`src/rtl/remap_shape_pkg.sv`:
```
package remap_shape_pkg;

    localparam int SHAPE_W    = 32;
    localparam int NUM_SHAPES = 4;
    localparam int NUM_SLOTS  = 5;
    localparam int IDX_W      = 2;
    localparam int DIM_W      = 5;
    localparam int MVL_W      = 7;
    localparam int FIELD_W    = 6;

    // descriptor field positions (LSB numbering)
    localparam int POS_XDIM   = 0;
    localparam int POS_YDIM   = 6;
    localparam int POS_GPR    = 12;
    localparam int POS_PERM   = 18;
    localparam int POS_SKIPF  = 21;
    localparam int POS_OFFS   = 24;
    localparam int POS_EXTRA  = 28;
    localparam int POS_MODE   = 30;

    localparam logic [2:0] PERM_IDX_XY = 3'b110;
    localparam logic [2:0] PERM_IDX_YX = 3'b111;
    localparam logic [2:0] PERM_OFS_XY = 3'b000;
    localparam logic [2:0] PERM_OFS_YX = 3'b010;

    typedef struct packed {
        logic               variant;
        logic [NUM_SLOTS-1:0] mask;
        logic [DIM_W-1:0]   dim;
        logic [DIM_W-1:0]   gpr;
        logic [1:0]         elw;
        logic               yx;
        logic               skip;
        logic               persist;
        logic [3:0]         offset;
        logic [MVL_W-1:0]   maxvl;
    } shape_cmd_t;

    typedef enum logic {
        ST_IDLE   = 1'b0,
        ST_SEARCH = 1'b1
    } unit_state_e;

endpackage

```
`src/rtl/rsu_dim_search.sv`:
```
module rsu_dim_search #(
    parameter int DIM_W = 5,
    parameter int MVL_W = 7,
    parameter int MAX_D = 63
) (
    input  logic                           clk_i,
    input  logic                           rst_ni,
    input  logic                           start_i,
    input  logic [DIM_W-1:0]               dim_i,
    input  logic [MVL_W-1:0]               maxvl_i,
    output logic [$clog2(MAX_D+1)-1:0]     d_o,
    output logic                           fin_o
);

    localparam int D_W    = $clog2(MAX_D + 1);
    localparam int CNT_W  = $clog2(MAX_D + 1);
    localparam int PROD_W = D_W + DIM_W + 2;

    typedef struct packed {
        logic              active;
        logic [CNT_W-1:0]  cnt;
        logic [D_W-1:0]    d;
        logic [PROD_W-1:0] prod;
        logic              fin;
    } search_t;

    search_t s_d, s_q;
    logic [PROD_W-1:0] step_w;
    logic [PROD_W-1:0] limit_w;

    assign step_w  = PROD_W'(dim_i) + PROD_W'(1);
    assign limit_w = PROD_W'(maxvl_i);

    always_comb begin
        s_d     = s_q;
        s_d.fin = 1'b0;
        if (start_i) begin
            s_d.active = 1'b1;
            s_d.cnt    = '0;
            s_d.d      = '0;
            s_d.prod   = '0;
        end else if (s_q.active) begin
            if ((s_q.prod < limit_w) && (s_q.d < D_W'(MAX_D))) begin
                s_d.d    = s_q.d + D_W'(1);
                s_d.prod = s_q.prod + step_w;
            end
            s_d.cnt = s_q.cnt + CNT_W'(1);
            if (s_q.cnt == CNT_W'(MAX_D - 1)) begin
                s_d.active = 1'b0;
                s_d.fin    = 1'b1;
            end
        end
    end

    always_ff @(posedge clk_i or negedge rst_ni) begin
        if (!rst_ni) s_q <= '0;
        else         s_q <= s_d;
    end

    assign d_o   = s_q.d;
    assign fin_o = s_q.fin;


    dim_reached_chk: assert property (@(posedge clk_i) disable iff (!rst_ni)
        s_q.fin |-> ((s_q.d == D_W'(MAX_D)) ||
                     ((PROD_W'(s_q.d) * step_w) >= limit_w)));


    dim_minimal_chk: assert property (@(posedge clk_i) disable iff (!rst_ni)
        (s_q.fin && (s_q.d != '0)) |-> ((PROD_W'(s_q.d - D_W'(1)) * step_w) < limit_w));


    fin_pulse_chk: assert property (@(posedge clk_i) disable iff (!rst_ni)
        s_q.fin |=> !s_q.fin);

endmodule

```
`src/rtl/rsu_shape_build.sv`:
```
module rsu_shape_build
    import remap_shape_pkg::*;
#(
    parameter int D_W = 6
) (
    input  shape_cmd_t          cmd_i,
    input  logic [D_W-1:0]      d_i,
    output logic [SHAPE_W-1:0]  shape_o
);

    logic [FIELD_W-1:0] ydim;
    logic [D_W-1:0]     d_minus1;

    assign d_minus1 = d_i - D_W'(1);

    always_comb begin
        if (!cmd_i.yx) ydim = cmd_i.skip ? '1 : '0;
        else           ydim = cmd_i.skip ? '0 : FIELD_W'(d_minus1);
    end

    always_comb begin
        shape_o = '0;
        shape_o[POS_XDIM +: FIELD_W] = FIELD_W'(cmd_i.dim);
        shape_o[POS_YDIM +: FIELD_W] = ydim;
        shape_o[POS_MODE +: 2]       = 2'b00;
        if (!cmd_i.variant) begin
            shape_o[POS_PERM +: 3]       = cmd_i.yx ? PERM_IDX_YX : PERM_IDX_XY;
            shape_o[POS_GPR +: FIELD_W]  = FIELD_W'(cmd_i.gpr);
            shape_o[POS_SKIPF]           = cmd_i.skip;
            shape_o[POS_EXTRA +: 2]      = cmd_i.elw;
        end else begin
            shape_o[POS_PERM +: 3]       = cmd_i.yx ? PERM_OFS_YX : PERM_OFS_XY;
            shape_o[POS_OFFS +: 4]       = cmd_i.offset;
            shape_o[POS_EXTRA +: 2]      = cmd_i.skip ? 2'b01 : 2'b00;
        end
    end

endmodule

```
`src/rtl/rsu_slot_alloc.sv`:
```
module rsu_slot_alloc #(
    parameter int SHAPE_W    = 32,
    parameter int NUM_SHAPES = 4,
    parameter int NUM_SLOTS  = 5,
    parameter int IDX_W      = 2
) (
    input  logic [NUM_SHAPES-1:0][SHAPE_W-1:0] shapes_i,
    input  logic [NUM_SLOTS-1:0][IDX_W-1:0]    sel_i,
    input  logic [NUM_SLOTS-1:0]               en_i,
    input  logic [SHAPE_W-1:0]                 new_shape_i,
    input  logic [NUM_SLOTS-1:0]               mask_i,
    input  logic                               refined_i,
    output logic [NUM_SHAPES-1:0][SHAPE_W-1:0] shapes_o,
    output logic [NUM_SLOTS-1:0][IDX_W-1:0]    sel_o,
    output logic [NUM_SLOTS-1:0]               en_o
);

    localparam int SLOT_W = NUM_SLOTS - IDX_W;

    logic [SLOT_W-1:0] r_slot;
    logic [IDX_W-1:0]  r_idx;

    assign r_slot = mask_i[NUM_SLOTS-1 -: SLOT_W];
    assign r_idx  = mask_i[IDX_W-1:0];

    always_comb begin
        logic [IDX_W-1:0] next_idx;
        next_idx = '0;
        if (refined_i) begin
            shapes_o = shapes_i;
            sel_o    = sel_i;
            en_o     = en_i;
            for (int h = 0; h < NUM_SHAPES; h++) begin
                if (r_idx == IDX_W'(h)) shapes_o[h] = new_shape_i;
            end
            for (int s = 0; s < NUM_SLOTS; s++) begin
                if (r_slot == SLOT_W'(s)) begin
                    sel_o[s]               = r_idx;
                    en_o[NUM_SLOTS-1-s]    = 1'b1;
                end
            end
        end else begin
            shapes_o = '0;
            sel_o    = '0;
            en_o     = mask_i;
            for (int s = 0; s < NUM_SLOTS; s++) begin
                if (mask_i[NUM_SLOTS-1-s]) begin
                    for (int h = 0; h < NUM_SHAPES; h++) begin
                        if (next_idx == IDX_W'(h)) shapes_o[h] = new_shape_i;
                    end
                    sel_o[s] = next_idx;
                    if (next_idx == IDX_W'(NUM_SHAPES - 1)) next_idx = '0;
                    else                                     next_idx = next_idx + IDX_W'(1);
                end
            end
        end
    end

endmodule

```
`src/rtl/remap_shape_unit.sv`:
```
module remap_shape_unit
    import remap_shape_pkg::*;
#(
    parameter int MAX_D = 63
) (
    input  logic                            clk_i,
    input  logic                            rst_ni,
    input  logic                            cmd_valid_i,
    input  logic                            cmd_variant_i,
    input  logic [NUM_SLOTS-1:0]            cmd_mask_i,
    input  logic [DIM_W-1:0]                cmd_dim_i,
    input  logic [DIM_W-1:0]                cmd_gpr_i,
    input  logic [1:0]                      cmd_elw_i,
    input  logic                            cmd_yx_i,
    input  logic                            cmd_skip_i,
    input  logic                            cmd_persist_i,
    input  logic [3:0]                      cmd_offset_i,
    input  logic [MVL_W-1:0]                maxvl_i,
    output logic [NUM_SHAPES*SHAPE_W-1:0]   shapes_o,
    output logic [NUM_SLOTS*IDX_W-1:0]      slot_sel_o,
    output logic [NUM_SLOTS-1:0]            slot_en_o,
    output logic                            persist_o,
    output logic                            busy_o,
    output logic                            done_o
);

    localparam int D_W = $clog2(MAX_D + 1);

    typedef struct packed {
        unit_state_e                           state;
        shape_cmd_t                            cmd;
        logic [NUM_SHAPES-1:0][SHAPE_W-1:0]    shapes;
        logic [NUM_SLOTS-1:0][IDX_W-1:0]       sel;
        logic [NUM_SLOTS-1:0]                  en;
        logic                                  persist;
        logic                                  done;
    } unit_regs_t;

    unit_regs_t r_d, r_q;

    logic                                 start_w;
    logic [D_W-1:0]                       d_w;
    logic                                 fin_w;
    logic [SHAPE_W-1:0]                   new_shape_w;
    logic [NUM_SHAPES-1:0][SHAPE_W-1:0]   shapes_n;
    logic [NUM_SLOTS-1:0][IDX_W-1:0]      sel_n;
    logic [NUM_SLOTS-1:0]                 en_n;
    shape_cmd_t                           in_cmd;

    assign start_w = cmd_valid_i && (r_q.state == ST_IDLE);

    assign in_cmd = '{variant: cmd_variant_i, mask: cmd_mask_i, dim: cmd_dim_i,
                      gpr: cmd_gpr_i, elw: cmd_elw_i, yx: cmd_yx_i,
                      skip: cmd_skip_i, persist: cmd_persist_i,
                      offset: cmd_offset_i, maxvl: maxvl_i};

    rsu_dim_search #(
        .DIM_W (DIM_W),
        .MVL_W (MVL_W),
        .MAX_D (MAX_D)
    ) u_search (
        .clk_i   (clk_i),
        .rst_ni  (rst_ni),
        .start_i (start_w),
        .dim_i   (r_q.cmd.dim),
        .maxvl_i (r_q.cmd.maxvl),
        .d_o     (d_w),
        .fin_o   (fin_w)
    );

    rsu_shape_build #(
        .D_W (D_W)
    ) u_build (
        .cmd_i   (r_q.cmd),
        .d_i     (d_w),
        .shape_o (new_shape_w)
    );

    rsu_slot_alloc #(
        .SHAPE_W    (SHAPE_W),
        .NUM_SHAPES (NUM_SHAPES),
        .NUM_SLOTS  (NUM_SLOTS),
        .IDX_W      (IDX_W)
    ) u_alloc (
        .shapes_i    (r_q.shapes),
        .sel_i       (r_q.sel),
        .en_i        (r_q.en),
        .new_shape_i (new_shape_w),
        .mask_i      (r_q.cmd.mask),
        .refined_i   (r_q.cmd.persist),
        .shapes_o    (shapes_n),
        .sel_o       (sel_n),
        .en_o        (en_n)
    );

    always_comb begin
        r_d      = r_q;
        r_d.done = 1'b0;
        unique case (r_q.state)
            ST_IDLE: begin
                if (cmd_valid_i) begin
                    r_d.cmd   = in_cmd;
                    r_d.state = ST_SEARCH;
                end
            end
            ST_SEARCH: begin
                if (fin_w) begin
                    r_d.shapes  = shapes_n;
                    r_d.sel     = sel_n;
                    r_d.en      = en_n;
                    r_d.persist = r_q.cmd.persist;
                    r_d.done    = 1'b1;
                    r_d.state   = ST_IDLE;
                end
            end
            default: r_d.state = ST_IDLE;
        endcase
    end

    always_ff @(posedge clk_i or negedge rst_ni) begin
        if (!rst_ni) r_q <= '0;
        else         r_q <= r_d;
    end

    assign shapes_o   = r_q.shapes;
    assign slot_sel_o = r_q.sel;
    assign slot_en_o  = r_q.en;
    assign persist_o  = r_q.persist;
    assign busy_o     = (r_q.state != ST_IDLE);
    assign done_o     = r_q.done;


    done_after_busy_chk: assert property (@(posedge clk_i) disable iff (!rst_ni)
        done_o |-> $past(busy_o));


    done_single_chk: assert property (@(posedge clk_i) disable iff (!rst_ni)
        done_o |=> !done_o);


    state_hold_chk: assert property (@(posedge clk_i) disable iff (!rst_ni)
        !done_o |-> ($stable(slot_en_o) && $stable(slot_sel_o) && $stable(persist_o)));


    persist_copy_chk: assert property (@(posedge clk_i) disable iff (!rst_ni)
        done_o |-> (persist_o == r_q.cmd.persist));


    bulk_enable_chk: assert property (@(posedge clk_i) disable iff (!rst_ni)
        (done_o && !persist_o) |-> (slot_en_o == r_q.cmd.mask));


    bulk_first_chk: assert property (@(posedge clk_i) disable iff (!rst_ni)
        (done_o && !persist_o && r_q.cmd.mask[NUM_SLOTS-1]) |-> (slot_sel_o[IDX_W-1:0] == '0));

    for (genvar g = 0; g < NUM_SLOTS; g++) begin : g_sel_chk

        idle_slot_chk: assert property (@(posedge clk_i) disable iff (!rst_ni)
            (done_o && !persist_o && !r_q.cmd.mask[NUM_SLOTS-1-g])
                |-> (slot_sel_o[g*IDX_W +: IDX_W] == '0));
    end

endmodule

```
`config.mk`:
```
export PLATFORM = sky130hd
export DESIGN_NAME = remap_shape_unit
export DESIGN_NICKNAME = d
export VERILOG_FILES = /design/src/rtl/remap_shape_pkg.sv /design/src/rtl/rsu_dim_search.sv /design/src/rtl/rsu_shape_build.sv /design/src/rtl/rsu_slot_alloc.sv /design/src/rtl/remap_shape_unit.sv
export SDC_FILE = /design/constraint.sdc
export NUM_CORES = 1
export LEC_CHECK = 0
export BUFFER_PORTS_ARGS = -buffer_cell sky130_fd_sc_hd__buf_2
export CORE_ASPECT_RATIO = 2
export CORE_MARGIN = 2
export CORE_UTILIZATION = 30
export DETAILED_ROUTE_END_ITERATION = 6
export PLACE_DENSITY_LB_ADDON = 0.12
export REMOVE_ABC_BUFFERS = 1
export SYNTH_ARGS = -nofsm -noshare
export SYNTH_HDL_FRONTEND = slang
export SYNTH_SLANG_ARGS = --single-unit
```
`constraint.sdc`:
```
create_clock -name clk_i -period 2.8 [get_ports clk_i]
set_clock_uncertainty 0.2 [all_clocks]
set_input_delay 0.14 -clock clk_i [delete_from_list [all_inputs] [get_ports clk_i]]
set_output_delay 0.14 -clock clk_i [all_outputs]
set_load 0.05 [all_outputs]
```
# --- Word level (Yosys, flattened, before mapping) ---
# Index checks and enable logic that the tools add are counted.
totals:
  register_bits: 205
  input_bits: 35
  output_inout_bits: 146
  elab_cells: 170
classes:
  add_sub_neg: 8
  n_lt_le_gt_ge: 2
  eq_ne: 29
  n_mux: 76
  n_bitwise: 1
  reduce_logical: 22
ops:
  columns: ["operator", "n"]
  rows:
  - ["$mux 128", 5]
  - ["$mux 32", 18]
  - ["$mux 30", 4]
  - ["$mux 2", 21]
  - ["$mux 33", 1]
  - ["$mux 27", 1]
  - ["$reduce_and 3->1", 9]
  - ["$mux 26", 1]
  - ["$eq 2x2->1 const B", 10]
  - ["$mux 19", 1]
  - ["$mux 6", 3]
  - ["$ne 2x1->1 const B", 9]
  - ["$mux 1", 15]
  - ["$add 13x13->13", 1]
  - ["$lt 13x7->1", 1]
  - ["$add 6x1->6 const B", 2]
  - ["$eq 2x1->1 const B", 5]
  - ["$logic_not 2->1", 5]
  - ["$mux 10", 1]
  - ["$mux 5", 2]
  - ["$add 2x1->2 const B", 3]
  - ["$add 5x1->6 const B", 1]
  - ["$eq 3x2->1 const B", 2]
  - ["$eq 6x6->1 const B", 1]
  - ["other kinds (12)", 16]

# --- Longest topological paths before layout ---
# Gate-level depths: netlist (run 1).
logic_depth:
  ltp_word: 18
  ltp_mapped: 12
  ltp_nobuf: 10

# --- Cells and area by module ---
# Synthesis (run 1) repeated with hierarchy kept, for this count alone.
hier_totals:
  hier_cells: 1312
  area_unflattened_um2: 13237.7
by_module_without_submodules:
  columns: ["module", "n_inst", "cells_per_inst", "area_each_um2", "seq_area_each_um2"]
  rows:
  - ["remap_shape_unit", 1, 521, 8375.5, 4454.3]
  - ["rsu_slot_alloc", 1, 563, 2911.5, 0.0]
  - ["rsu_dim_search", 1, 179, 1627.8, 675.6]
  - ["rsu_shape_build", 1, 49, 322.8, 0.0]

# --- Least setup slack after synthesis (run 1) ---
# Ideal clock, no wire load.
synth_timing:
  path_type: "register to register"
  startpoint: "register r_q[174] (netlist name)"
  endpoint: "register r_q, in the netlist shapes_o[102]"
  setup_ps: 66
  arrival_ps: 2796
  t_required_ps: 2534
  path_slack_ps: -263
  stages_incl_launch_ff: 12
  n_path_buf: 2
  period_less_slack_ps: 3063
  path_cell_list: "dfrtp_1 > clkbuf_1 > inv_1 > ha_1 > ha_1 > ha_1 > nand2_1 > o311ai_1 > or2_2 > a31oi_2 > buf_2 > a22o_1"
synth_between:
  elab_chain_len: 14
  elab_cells_between_ends: 21
  classes_between: "add/sub (2); eq/ne (3); mux (16)"
synth_rtl:
  columns: ["element", "line_no", "text"]
  rows:
  - ["start: declaration", "remap_shape_unit.sv:39", "unit_regs_t r_d, r_q;"]
  - ["start signal: assignment", "remap_shape_unit.sv:122", "else r_q <= r_d;"]
  - ["$mux 2", "rsu_slot_alloc.sv:47", "if (mask_i[NUM_SLOTS-1-s]) begin"]
  - ["$mux 2", "rsu_slot_alloc.sv:29", "if (refined_i) begin"]
  - ["$add 2x1->2 or $eq 2x2->1 (tied branches)", "rsu_slot_alloc.sv:53, rsu_slot_alloc.sv:49, rsu_slot_alloc.sv:52", null]
  - ["$mux 2", "rsu_slot_alloc.sv:52", "if (next_idx == IDX_W'(NUM_SHAPES - 1)) next_idx = '0;"]
  - ["$mux 2", "rsu_slot_alloc.sv:47", null]
  - ["$mux 2", "rsu_slot_alloc.sv:29", null]
  - ["$add 2x1->2 or $eq 2x2->1 (tied branches)", "rsu_slot_alloc.sv:53, rsu_slot_alloc.sv:49, rsu_slot_alloc.sv:52", null]
  - ["$mux 2", "rsu_slot_alloc.sv:52", null]
  - ["$mux 2", "rsu_slot_alloc.sv:47", null]
  - ["$mux 2", "rsu_slot_alloc.sv:29", null]
  - ["$eq 2x2->1", "rsu_slot_alloc.sv:49", "if (next_idx == IDX_W'(h)) shapes_o[h] = new_shape_i;"]
  - ["$mux 32", "rsu_slot_alloc.sv:49", null]
  - ["$mux 128 (*)", "rsu_slot_alloc.sv:47", null]
  - ["$mux 128 (*)", "rsu_slot_alloc.sv:29", null]
# Every way passes the cells marked *; elsewhere a longest branch is shown, timed or not. The select of a mux whose other input is x is not followed.
# A chain may end at the register's enable or synchronous reset.

# --- Final worst setup path (run 1) ---
layout_timing:
  startpoint: "register r_q[175] (netlist name)"
  endpoint: "register r_q, in the netlist shapes_o[102]"
layout_between:
  elab_chain_len: 18
  elab_cells_between_ends: 27
  classes_between: "add/sub (3); eq/ne (4); mux (20)"
layout_rtl:
  columns: ["element", "line_no"]
  rows:
  - ["$mux 1 (*)", "rsu_slot_alloc.sv:47"]
  - ["$mux 2 (*)", "rsu_slot_alloc.sv:29"]
  - ["$add 2x1->2 or $eq 2x2->1 (tied branches)", "rsu_slot_alloc.sv:53, rsu_slot_alloc.sv:49, rsu_slot_alloc.sv:52"]
  - ["$mux 2", "rsu_slot_alloc.sv:52"]
  - ["$mux 2", "rsu_slot_alloc.sv:47"]
  - ["$mux 2", "rsu_slot_alloc.sv:29"]
  - ["$add 2x1->2 or $eq 2x2->1 (tied branches)", "rsu_slot_alloc.sv:53, rsu_slot_alloc.sv:49, rsu_slot_alloc.sv:52"]
  - ["$mux 2", "rsu_slot_alloc.sv:52"]
  - ["[... 2 more ...]", null]
  - ["$add 2x1->2 or $eq 2x2->1 (tied branches)", "rsu_slot_alloc.sv:53, rsu_slot_alloc.sv:49, rsu_slot_alloc.sv:52"]
  - ["$mux 2", "rsu_slot_alloc.sv:52"]
  - ["$mux 2", "rsu_slot_alloc.sv:47"]
  - ["$mux 2", "rsu_slot_alloc.sv:29"]
  - ["$eq 2x2->1", "rsu_slot_alloc.sv:49"]
  - ["$mux 32", "rsu_slot_alloc.sv:49"]
  - ["$mux 128 (*)", "rsu_slot_alloc.sv:47"]
  - ["$mux 128 (*)", "rsu_slot_alloc.sv:29"]
# Marked as above.

==> run summary, run 1 <==
Status - completed
Setup Viol. Count Final - 0
Routed via count - 6337
DRC violations left - 0
Max incr delay on CP - 0.40 ns
Fmax - 367.0 MHz
Pin count of the biggest net entering global routing - 69
Core area - 29400 um2
Reg2reg path depth - 13
Post-route clock period utilization - 97.30%
Reg-to-Reg Start - r_q[175]$_DFFE_PN0P_
Layout cell share with drive strength beyond 1 - 27.75%
Most frequent cells in the layout - 181 x dfrtp_1, 155 x buf_2, 106 x nand2_1
Fin area - 10750 um2
Synthesized flop and latch total - 181
Placed cells - 1258
Tmin final - 2.724 ns
Antenna cell count - 0
Post-synthesis cell type count - 56
Clock Path Buffers - 2
Crit path required time - 2.99 ns
DR iter-0 viols - 258
First-pass DRT Iterations - 4
Leak - 5.408 nW
Critical path destination - shapes_o[102]$_DFFE_PN0P_
Sequential fraction of the synthesis area - 50.77%
Post-Synthesis Cells - 854
Hold Vio Cnt, Final - 0
TNS Setup - 0 ns
TritonCTS clock tree - done
Clock latency on the worst-skew pair - 0.45 ns
Remaining Overflow, GRT - 0
First-pass GRT wire length - 38550 um
Worst endpoint data arrival time - 2.91 ns
Critical Path Fanout Max - 7
Number of nets in the layout - 1025
Clock transition at path regs - 0.07 ns
FF+latch area - 4529 um2
H-Tree Depth - 4
Max Slew Vio Count - 0
Multi-input gate area - 3272 um2
CP Launch Point - r_q[175]$_DFFE_PN0P_
CTS Sinks - 181
Worst Setup Start Kind - flop
Fillcell total - 3003
Mapped Avg Cell Area - 10.45 um2
Worst-Margin Slew - 0.6174 ns
Final std cells w/o fill - 1337
Worst min-delay path class - in2async
CTS buffer count - 17
Critical-path top delay cell - dfrtp_1
Worst setup path class - reg2reg
DIE WIDTH - 125.9 um
Vias per cell - 4.740
Synth area leader - dfrtp_1
Initial antenna violation count - 0
Crit. End Element - flop
Slew headroom - 58.41%
EDFF count, synth - 0
Avg WL per Cell - 19.37 um
Port bufs - 156
Area after DPL - 9467 um2
Num rows - 89
Reg-to-Reg End - shapes_o[102]$_DFFE_PN0P_
Power density cells - 1256 nW/um2
Most common cell after layout, fill and taps aside - dfrtp_1
Number of max-cap violations - 0
Initial Util - 30.35%
Vias in the first global route - 6519
Drt total wl - 25900 um
FFs w/ async S/R, synth - 100.0%
DP HPWL - 17610 um
Ys Warns - 0
RePlAce Congestion - 0.8232
DIE AREA - 31220 um2
Ranking of synthesized cells by area - dfrtp_1 51%, buf_4 12%, a22o_1 8.4%
ANT nets after route - 0
I/O pins - 181
Area of the mapped netlist - 8921 um2
Critical path cell sequence - buf_6, ha_4, nor2b_4, nor2_4, ha_4, nand2_2, o311ai_4, buf_4, or2_4, a31oi_4, buf_12, buf_6, a22o_1
Die height - 247.9 um
Synth Flop Type - dfrtp_1
Synth-to-Final Area Change - 20.48%
Synth top area share - 50.77%
GRT Util Overall - 16.31%
Highest ir drop seen on vdd - 0.0005099 V
R2r setup slk - 0.08 ns
CTS root buf - clkbuf_16
[cell usage after synthesis (4+ instances only)]
master	instances
a211oi_1	4
o211ai_1	4
and2_1	6
a22o_1	86
xnor2_1	9
nand2_1	107
buf_4	143
ha_1	27
clkbuf_1	32
xor2_1	4
nor2b_1	13
mux2i_1	5
nand3_1	15
a32o_1	17
nand4_1	4
nor4_1	4
dfrtp_1	181
inv_1	30
a21oi_1	25
o21ai_0	44
or3_1	4
buf_2	11
nor2_1	28
nand2b_1	8
[registers in the layout, indices dropped and copies added, names as in the netlist]
name	flops
busy_o	1
done_o	1
persist_o	1
r_q	32
shapes_o	104
slot_en_o	5
slot_sel_o	10
u_search.d_o	6
u_search.fin_o	1
u_search.s_q	20
[metal layers]
metal | GRT usage, % | share of wire (%) | vias up
li1 | - | - | 3010
met1 | 18.53 | 40 | 3129
met2 | 29.59 | 54 | 165
met3 | 2.910 | 3.2 | 33
met4 | 7.304 | 2.8 | 0
met5 | 0 | 0 | -
[timing repair]
item | in CTS | in global routing
setup endpoints to repair | 29 | 76
cloned | 1 | 3
buffers inserted | 2 | 4
pin swaps | 0 | 4
resized for setup | 5 | 18
endpoints found under the hold margin | 102 | 0
hold buffers | 40 | 0
[per-stage QoR]
step / hold WS [ns] / setup slack (ns) / util (%) / power, mW
final: 0.06532 / 0.07552 / 36.56 / 13.49
after global routing: 0.1061 / -0.001277 / 36.56 / 14.35
after CTS: 0.07788 / -0.05244 / 35.94 / 13.39
after detailed placement: 0.01169 / -0.3956 / 32.20 / 10.60
after global placement: 0.01345 / -0.3590 / 32.20 / 10.57
after floorplan: -0.3556 / -0.4731 / - / 8.384
[report_power, final]
group          switching, mW  internal, mW
logic                   4.30          2.30
clock network           1.05          1.58
registers              0.769          3.50
total                   6.12          7.37
[final cells by class]
| cell class | instances | area share, % |
|---|---|---|
| Inverter | 30 | 1.048 |
| Multi-Input combinational cell | 479 | 30.44 |
| Sequential cell | 181 | 42.14 |
| Clock inverter | 8 | 1.362 |
| Timing Repair Buffer | 253 | 16.26 |
| Tap cell | 364 | 4.237 |
| Clock buffer | 22 | 4.505 |
[worst max-delay path: cells and delay by family, from the launching register on]
kind	cells	cell delay [ns]
AO/OA/AOI/OAI	3	0.47
adder cells (fa/ha/maj)	2	0.36
flip-flops	1	0.40
buffers and inverters	4	0.62
AND/OR/NAND/NOR	4	0.60
[how the worst min path moves through the flow]
| stage | slack, ns | depth (start not counted) | startpoint | end |
|---|---|---|---|---|
| CTS | 0.08 | 2 | rst_ni | slot_en_o[3]$_DFFE_PN0P_ |
| detailed placement | 0.01 | 1 | rst_ni | slot_sel_o[4]$_DFFE_PN0P_ |
| global placement | 0.01 | 1 | rst_ni | slot_en_o[2]$_DFFE_PN0P_ |
| floorplan | -0.36 | 0 | rst_ni | busy_o$_DFF_PN0_ |
| finish | 0.07 | 2 | rst_ni | slot_en_o[0]$_DFFE_PN0P_ |
| global route | 0.11 | 2 | rst_ni | slot_en_o[3]$_DFFE_PN0P_ |
[cells by family after synthesis]
family / synth area share, %
mux: 0.6873
flops: 50.77
buf+inv: 15.36
simple gates: 10.42
other cells: 0.04204
xor+xnor: 1.276
fa+ha+maj: 4.011
compound gates: 17.43
Power figures use the tool's default switching activity.
==> inputs of run 2 (changes only) <==
--- a/config.mk
+++ b/config.mk
@@ -8,7 +8,7 @@
 export BUFFER_PORTS_ARGS = -buffer_cell sky130_fd_sc_hd__buf_2
 export CORE_ASPECT_RATIO = 2
 export CORE_MARGIN = 2
-export CORE_UTILIZATION = 30
+export CORE_UTILIZATION = 25
 export DETAILED_ROUTE_END_ITERATION = 6
 export PLACE_DENSITY_LB_ADDON = 0.12
 export REMOVE_ABC_BUFFERS = 1
==> run summary, run 2 (synthesis gave the netlist of run 1 again) <==
Status - completed
Core Util, Final - 30.49%
TritonCTS clock tree - done
Worst Setup Start Kind - flop
Initial Util - 25.43%
Vias in the first global route - 6567
Most common cell on crit path - ha_4
I/O pins - 181
Hold Vio Cnt, Final - 0
Fillcell total - 3646
H-Tree Depth - 4
Slew headroom - 48.08%
Worst endpoint data arrival time - 2.87 ns
Remaining Overflow, GRT - 0
Avg WL per Cell - 19.58 um
Leak - 5.349 nW
Vias per cell - 4.528
Antenna cell count - 0
Synth-to-Final Area Change - 19.86%
Delay-heaviest family, CP - simple AND/OR/NAND/NOR gates
Number of max-cap violations - 0
Clock Path Buffers - 2
Max reg flops - 104
Drt total wl - 27600 um
Num rows - 97
Clock transition at path regs - 0.07 ns
Layout cell share with drive strength beyond 1 - 26.42%
CTS buffer count - 17
DP HPWL - 19490 um
Crit. End Element - flop
First-pass DRT Iterations - 6
Initial antenna violation count - 0
Max incr delay on CP - 0.41 ns
CTS root buf - clkbuf_16
Max Slew Vio Count - 0
Worst min-delay path class - in2async
DR iter-0 viols - 442
GRT Util Overall - 15.36%
ANT nets after route - 0
Worst setup path class - reg2reg
Clock latency on the worst-skew pair - 0.45 ns
Hold Worst Slack - 0.05971 ns
Crit path required time - 2.98 ns
DIE WIDTH - 137.6 um
Pin count of the biggest net entering global routing - 63
Die height - 271.2 um
Critical-path top delay cell - dfrtp_1
Highest ir drop seen on vdd - 0.0005406 V
Tmin final - 2.692 ns
Worst-Margin Slew - 0.7707 ns
Most common cell after layout, fill and taps aside - dfrtp_1
RePlAce Congestion - 0.7556
Buffers plus inverters on the worst setup path - 3
DIE AREA - 37300 um2
CTS Sinks - 181
Reg2reg path depth - 12
Reg-to-Reg End - shapes_o[125]$_DFFE_PN0P_
Fmax - 371.4 MHz
Critical Path Fanout Max - 13
R2r setup slk - 0.11 ns
DRC violations left - 0
Reg-to-Reg Start - r_q[174]$_DFFE_PN0P_
Post-route clock period utilization - 96.16%
Critical path cell sequence - inv_2, ha_4, and2b_2, nor2_4, ha_4, nand2_4, o311ai_4, or2_4, a31oi_4, buf_4, buf_16, a22o_1
Power density cells - 1244 nW/um2
Port bufs - 156
Final total power - 13.30 mW
Routed via count - 6385
Core area - 35070 um2
Setup Viol. Count Final - 0
Most frequent cells in the layout - 181 x dfrtp_1, 155 x buf_2, 106 x nand2_1
First-pass GRT wire length - 42150 um
Number of nets in the layout - 1017
-- run 2: cell types whose count changed in the layout (fill, tap and decap cells not counted), sizes merged --
cell,delta
buf,-5
bufinv,-1
clkbuf,-2
clkinv,+3
clkinvlp,-1
inv,-1
nor2b,-1
-- run 2: cell type report --
| class | instances | area, um2 | share of cell area (%) |
|---|---|---|---|
| flip-flops and latches | 181 | 4529 | 42.36 |
| multi-input cells | 478 | 3232 | 30.22 |
| repair buffers | 246 | 1672 | 15.63 |
| well taps | 445 | 556.8 | 5.207 |
| clock buffers | 22 | 464.2 | 4.341 |
| clock inverters | 8 | 126.4 | 1.182 |
| inverters | 30 | 112.6 | 1.053 |
-- run 2: what timing repair did --
item                                    CTS  global route
hold buffers                             40             0
buffers inserted                          1             5
pin swaps                                 1             5
cloned                                    2             0
endpoints found under the setup margin   49            52
hold endpoints to repair                 96             0
resized for setup                         6            13
-- run 2: worst register-to-register path: stages (launching register included) --
cell and delay, ns:
dfrtp_1 0.41, inv_2 0.10, ha_4 0.12, and2b_2 0.23, nor2_4 0.15, ha_4 0.22, nand2_4 0.08, o311ai_4 0.11
or2_4 0.29, a31oi_4 0.24, buf_4 0.19, buf_16 0.15, a22o_1 0.13
-- run 2: routing by layer --
layer	wire length (um)	vias to the layer above	track usage, %
met4	571	0	5.209
met2	15380	151	28.48
met5	0	-	0
met1	10610	3209	17.15
li1	-	3001	-
met3	1041	24	2.932
-- run 2: worst max-delay path by stage --
stage,end,depth (start not counted),startpoint,slack (ns)
2_1_floorplan,shapes_o[88]$_DFFE_PN0P_,9,r_q[174]$_DFFE_PN0P_,-0.47
3_3_place_gp,shapes_o[67]$_DFFE_PN0P_,10,r_q[174]$_DFFE_PN0P_,-0.01
3_5_place_dp,shapes_o[121]$_DFFE_PN0P_,10,r_q[174]$_DFFE_PN0P_,-0.04
4_1_cts,shapes_o[125]$_DFFE_PN0P_,10,r_q[174]$_DFFE_PN0P_,-0.06
5_1_grt,shapes_o[124]$_DFFE_PN0P_,12,r_q[174]$_DFFE_PN0P_,-0.02
6_report,shapes_o[125]$_DFFE_PN0P_,12,r_q[174]$_DFFE_PN0P_,0.11
-- run 2: where the power goes --
part           internal, mW  switching, mW
logic                  2.19           4.26
clock network          1.45           1.06
registers              3.50          0.849
-- run 2: metrics by stage --
step	TNS, ns	setup WS, ns	instance area, um2	std cells
after global routing	-0.07266	-0.01816	10690	1410
final	0	0.1076	10690	1410
after detailed placement	-0.6043	-0.03947	9513	1332
after CTS	-0.7582	-0.06361	10600	1405
after floorplan	-43.96	-0.4731	7750	689
after global placement	-0.1501	-0.01281	9513	1332
==> inputs of run 3 (changes only) <==
--- a/config.mk
+++ b/config.mk
@@ -7,8 +7,7 @@
 export LEC_CHECK = 0
 export BUFFER_PORTS_ARGS = -buffer_cell sky130_fd_sc_hd__buf_2
 export CORE_ASPECT_RATIO = 2
-export CORE_MARGIN = 2
-export CORE_UTILIZATION = 25
+export CORE_UTILIZATION = 35
 export DETAILED_ROUTE_END_ITERATION = 6
 export PLACE_DENSITY_LB_ADDON = 0.12
 export REMOVE_ABC_BUFFERS = 1
==> run summary, run 3 (synthesis gave the netlist of run 1 again) <==
Status - completed
CTS root buf - clkbuf_16
Number of nets in the layout - 1018
Avg WL per Cell - 18.37 um
RePlAce Congestion - 0.8134
Most frequent cells in the layout - 181 x dfrtp_1, 155 x buf_2, 106 x nand2_1
Max reg flops - 104
Pre-CTS setup slack - -0.4453 ns
Final std cells w/o fill - 1304
Worst endpoint data arrival time - 2.95 ns
Reg2reg path depth - 11
Unrepaired setup endpoints after global routing - true
Core area - 25030 um2
DP HPWL - 16580 um
Hold Vio Cnt, Final - 0
Drt total wl - 23960 um
Initial antenna violation count - 0
Number of max-cap violations - 0
CTS buffer count - 17
DR iter-0 viols - 298
GRT Util Overall - 18.69%
Clock Path Buffers - 2
Vias in the first global route - 6408
Gr busiest metal - met2
Fin area - 10630 um2
Critical Path Fanout Max - 5
TritonCTS clock tree - done
Antenna cell count - 0
DIE AREA - 26170 um2
Highest ir drop seen on vdd - 0.0004333 V
CTS Sinks - 181
Grt met2 use - 33.60%
Setup Viol. Count Final - 0
Routed via count - 6327
Worst setup path class - reg2reg
Vias per cell - 4.852
Met3 usage - 3.241%
Clock latency on the worst-skew pair - 0.44 ns
Placed cells - 1224
Initial Util - 35.64%
Post-route clock period utilization - 99.35%
DRC violations left - 0
Worst-Margin Slew - 0.6851 ns
First-pass DRT Iterations - 4
Area after DPL - 9409 um2
Met1 Use GR - 21.30%
Setup slack after layout - 0.01813 ns
First-pass GRT wire length - 36540 um
Die height - 227.8 um
Power density cells - 1259 nW/um2
Synth-to-Final Area Change - 19.12%
Tmin final - 2.782 ns
Clock transition at path regs - 0.07 ns
H-Tree Depth - 4
Pin count of the biggest net entering global routing - 71
Remaining Overflow, GRT - 0
Crit path required time - 2.97 ns
DIE WIDTH - 114.9 um
Worst min-delay path class - in2async
Fmax - 359.5 MHz
Slew headroom - 54.32%
I/O pins - 181
Crit. End Element - flop
Layout cell share with drive strength beyond 1 - 27.27%
Leak - 5.367 nW
Num rows - 82
ANT nets after route - 0
Port bufs - 156
Max Slew Vio Count - 0
Worst Setup Start Kind - flop
Most common cell after layout, fill and taps aside - dfrtp_1
[run 3: critical path, stage by stage, from the launching register on]
cell       delay (ns)
dfrtp_1          0.40
inv_2            0.08
ha_4             0.20
ha_4             0.29
ha_4             0.21
nand2_4          0.08
o311ai_4         0.12
buf_4            0.18
or2_4            0.23
a31oi_4          0.37
clkbuf_16        0.24
a22o_1           0.12
[run 3: cell type report]
class | instances | area [um2]
inverters | 30 | 112.6
fillers | 2490 | 14410
multi-input cells | 479 | 3281
well taps | 336 | 420.4
clock buffers | 17 | 425.4
repair buffers | 246 | 1703
clock inverters | 15 | 155.1
flip-flops and latches | 181 | 4529
[run 3: per-layer routing]
metal	share of wire [%]	vias to the layer above	wire, um
met3	3.7	31	898
met5	0	-	0
met1	38	3112	9205
met4	2.6	0	622
met2	55	179	13230
li1	-	3005	-
[run 3: report_power, final]
part           switching (mW)  internal, mW  total, mW
Combinational            4.32          2.38       6.70
Sequential              0.797          3.50       4.29
Clock                    1.12          1.26       2.39
Total                    6.24          7.14       13.4
[run 3: metrics by stage]
step / utilization [%] / power, mW / hold slack (ns) / TNS (ns)
finish: 42.45 / 13.38 / 0.05792 / 0
global route: 42.45 / 14.19 / 0.09389 / -0.5915
CTS: 41.84 / 13.22 / 0.05504 / 0
detailed placement: 37.59 / 10.51 / -0.02586 / -9.733
global placement: 37.59 / 10.45 / -0.02228 / -7.013
floorplan: - / 8.384 / -0.3556 / -43.96
[run 3: worst paths after layout]
kind | end | slack, ns | start
max | shapes_o[112]$_DFFE_PN0P_ | 0.02 | r_q[175]$_DFFE_PN0P_
min | shapes_o[52]$_DFFE_PN0P_ | 0.06 | rst_ni
max reg2reg | shapes_o[112]$_DFFE_PN0P_ | 0.02 | r_q[175]$_DFFE_PN0P_
min reg2reg | r_q[160]$_DFFE_PN0P_ | 0.27 | r_q[160]$_DFFE_PN0P_
max in group asynchronous | u_search.d_o[5]$_DFFE_PN0P_ | 1.54 | rst_ni
min in group clk_i | r_q[156]$_DFFE_PN0P_ | 0.23 | cmd_persist_i
[run 3: what timing repair did]
action	4_1_cts	5_1_grt
cloned	1	2
pin swaps	1	6
gates resized for setup	7	16
hold buffers	40	0
endpoints found under the setup margin	46	50
setup buffers	2	3
endpoints found under the hold margin	193	0
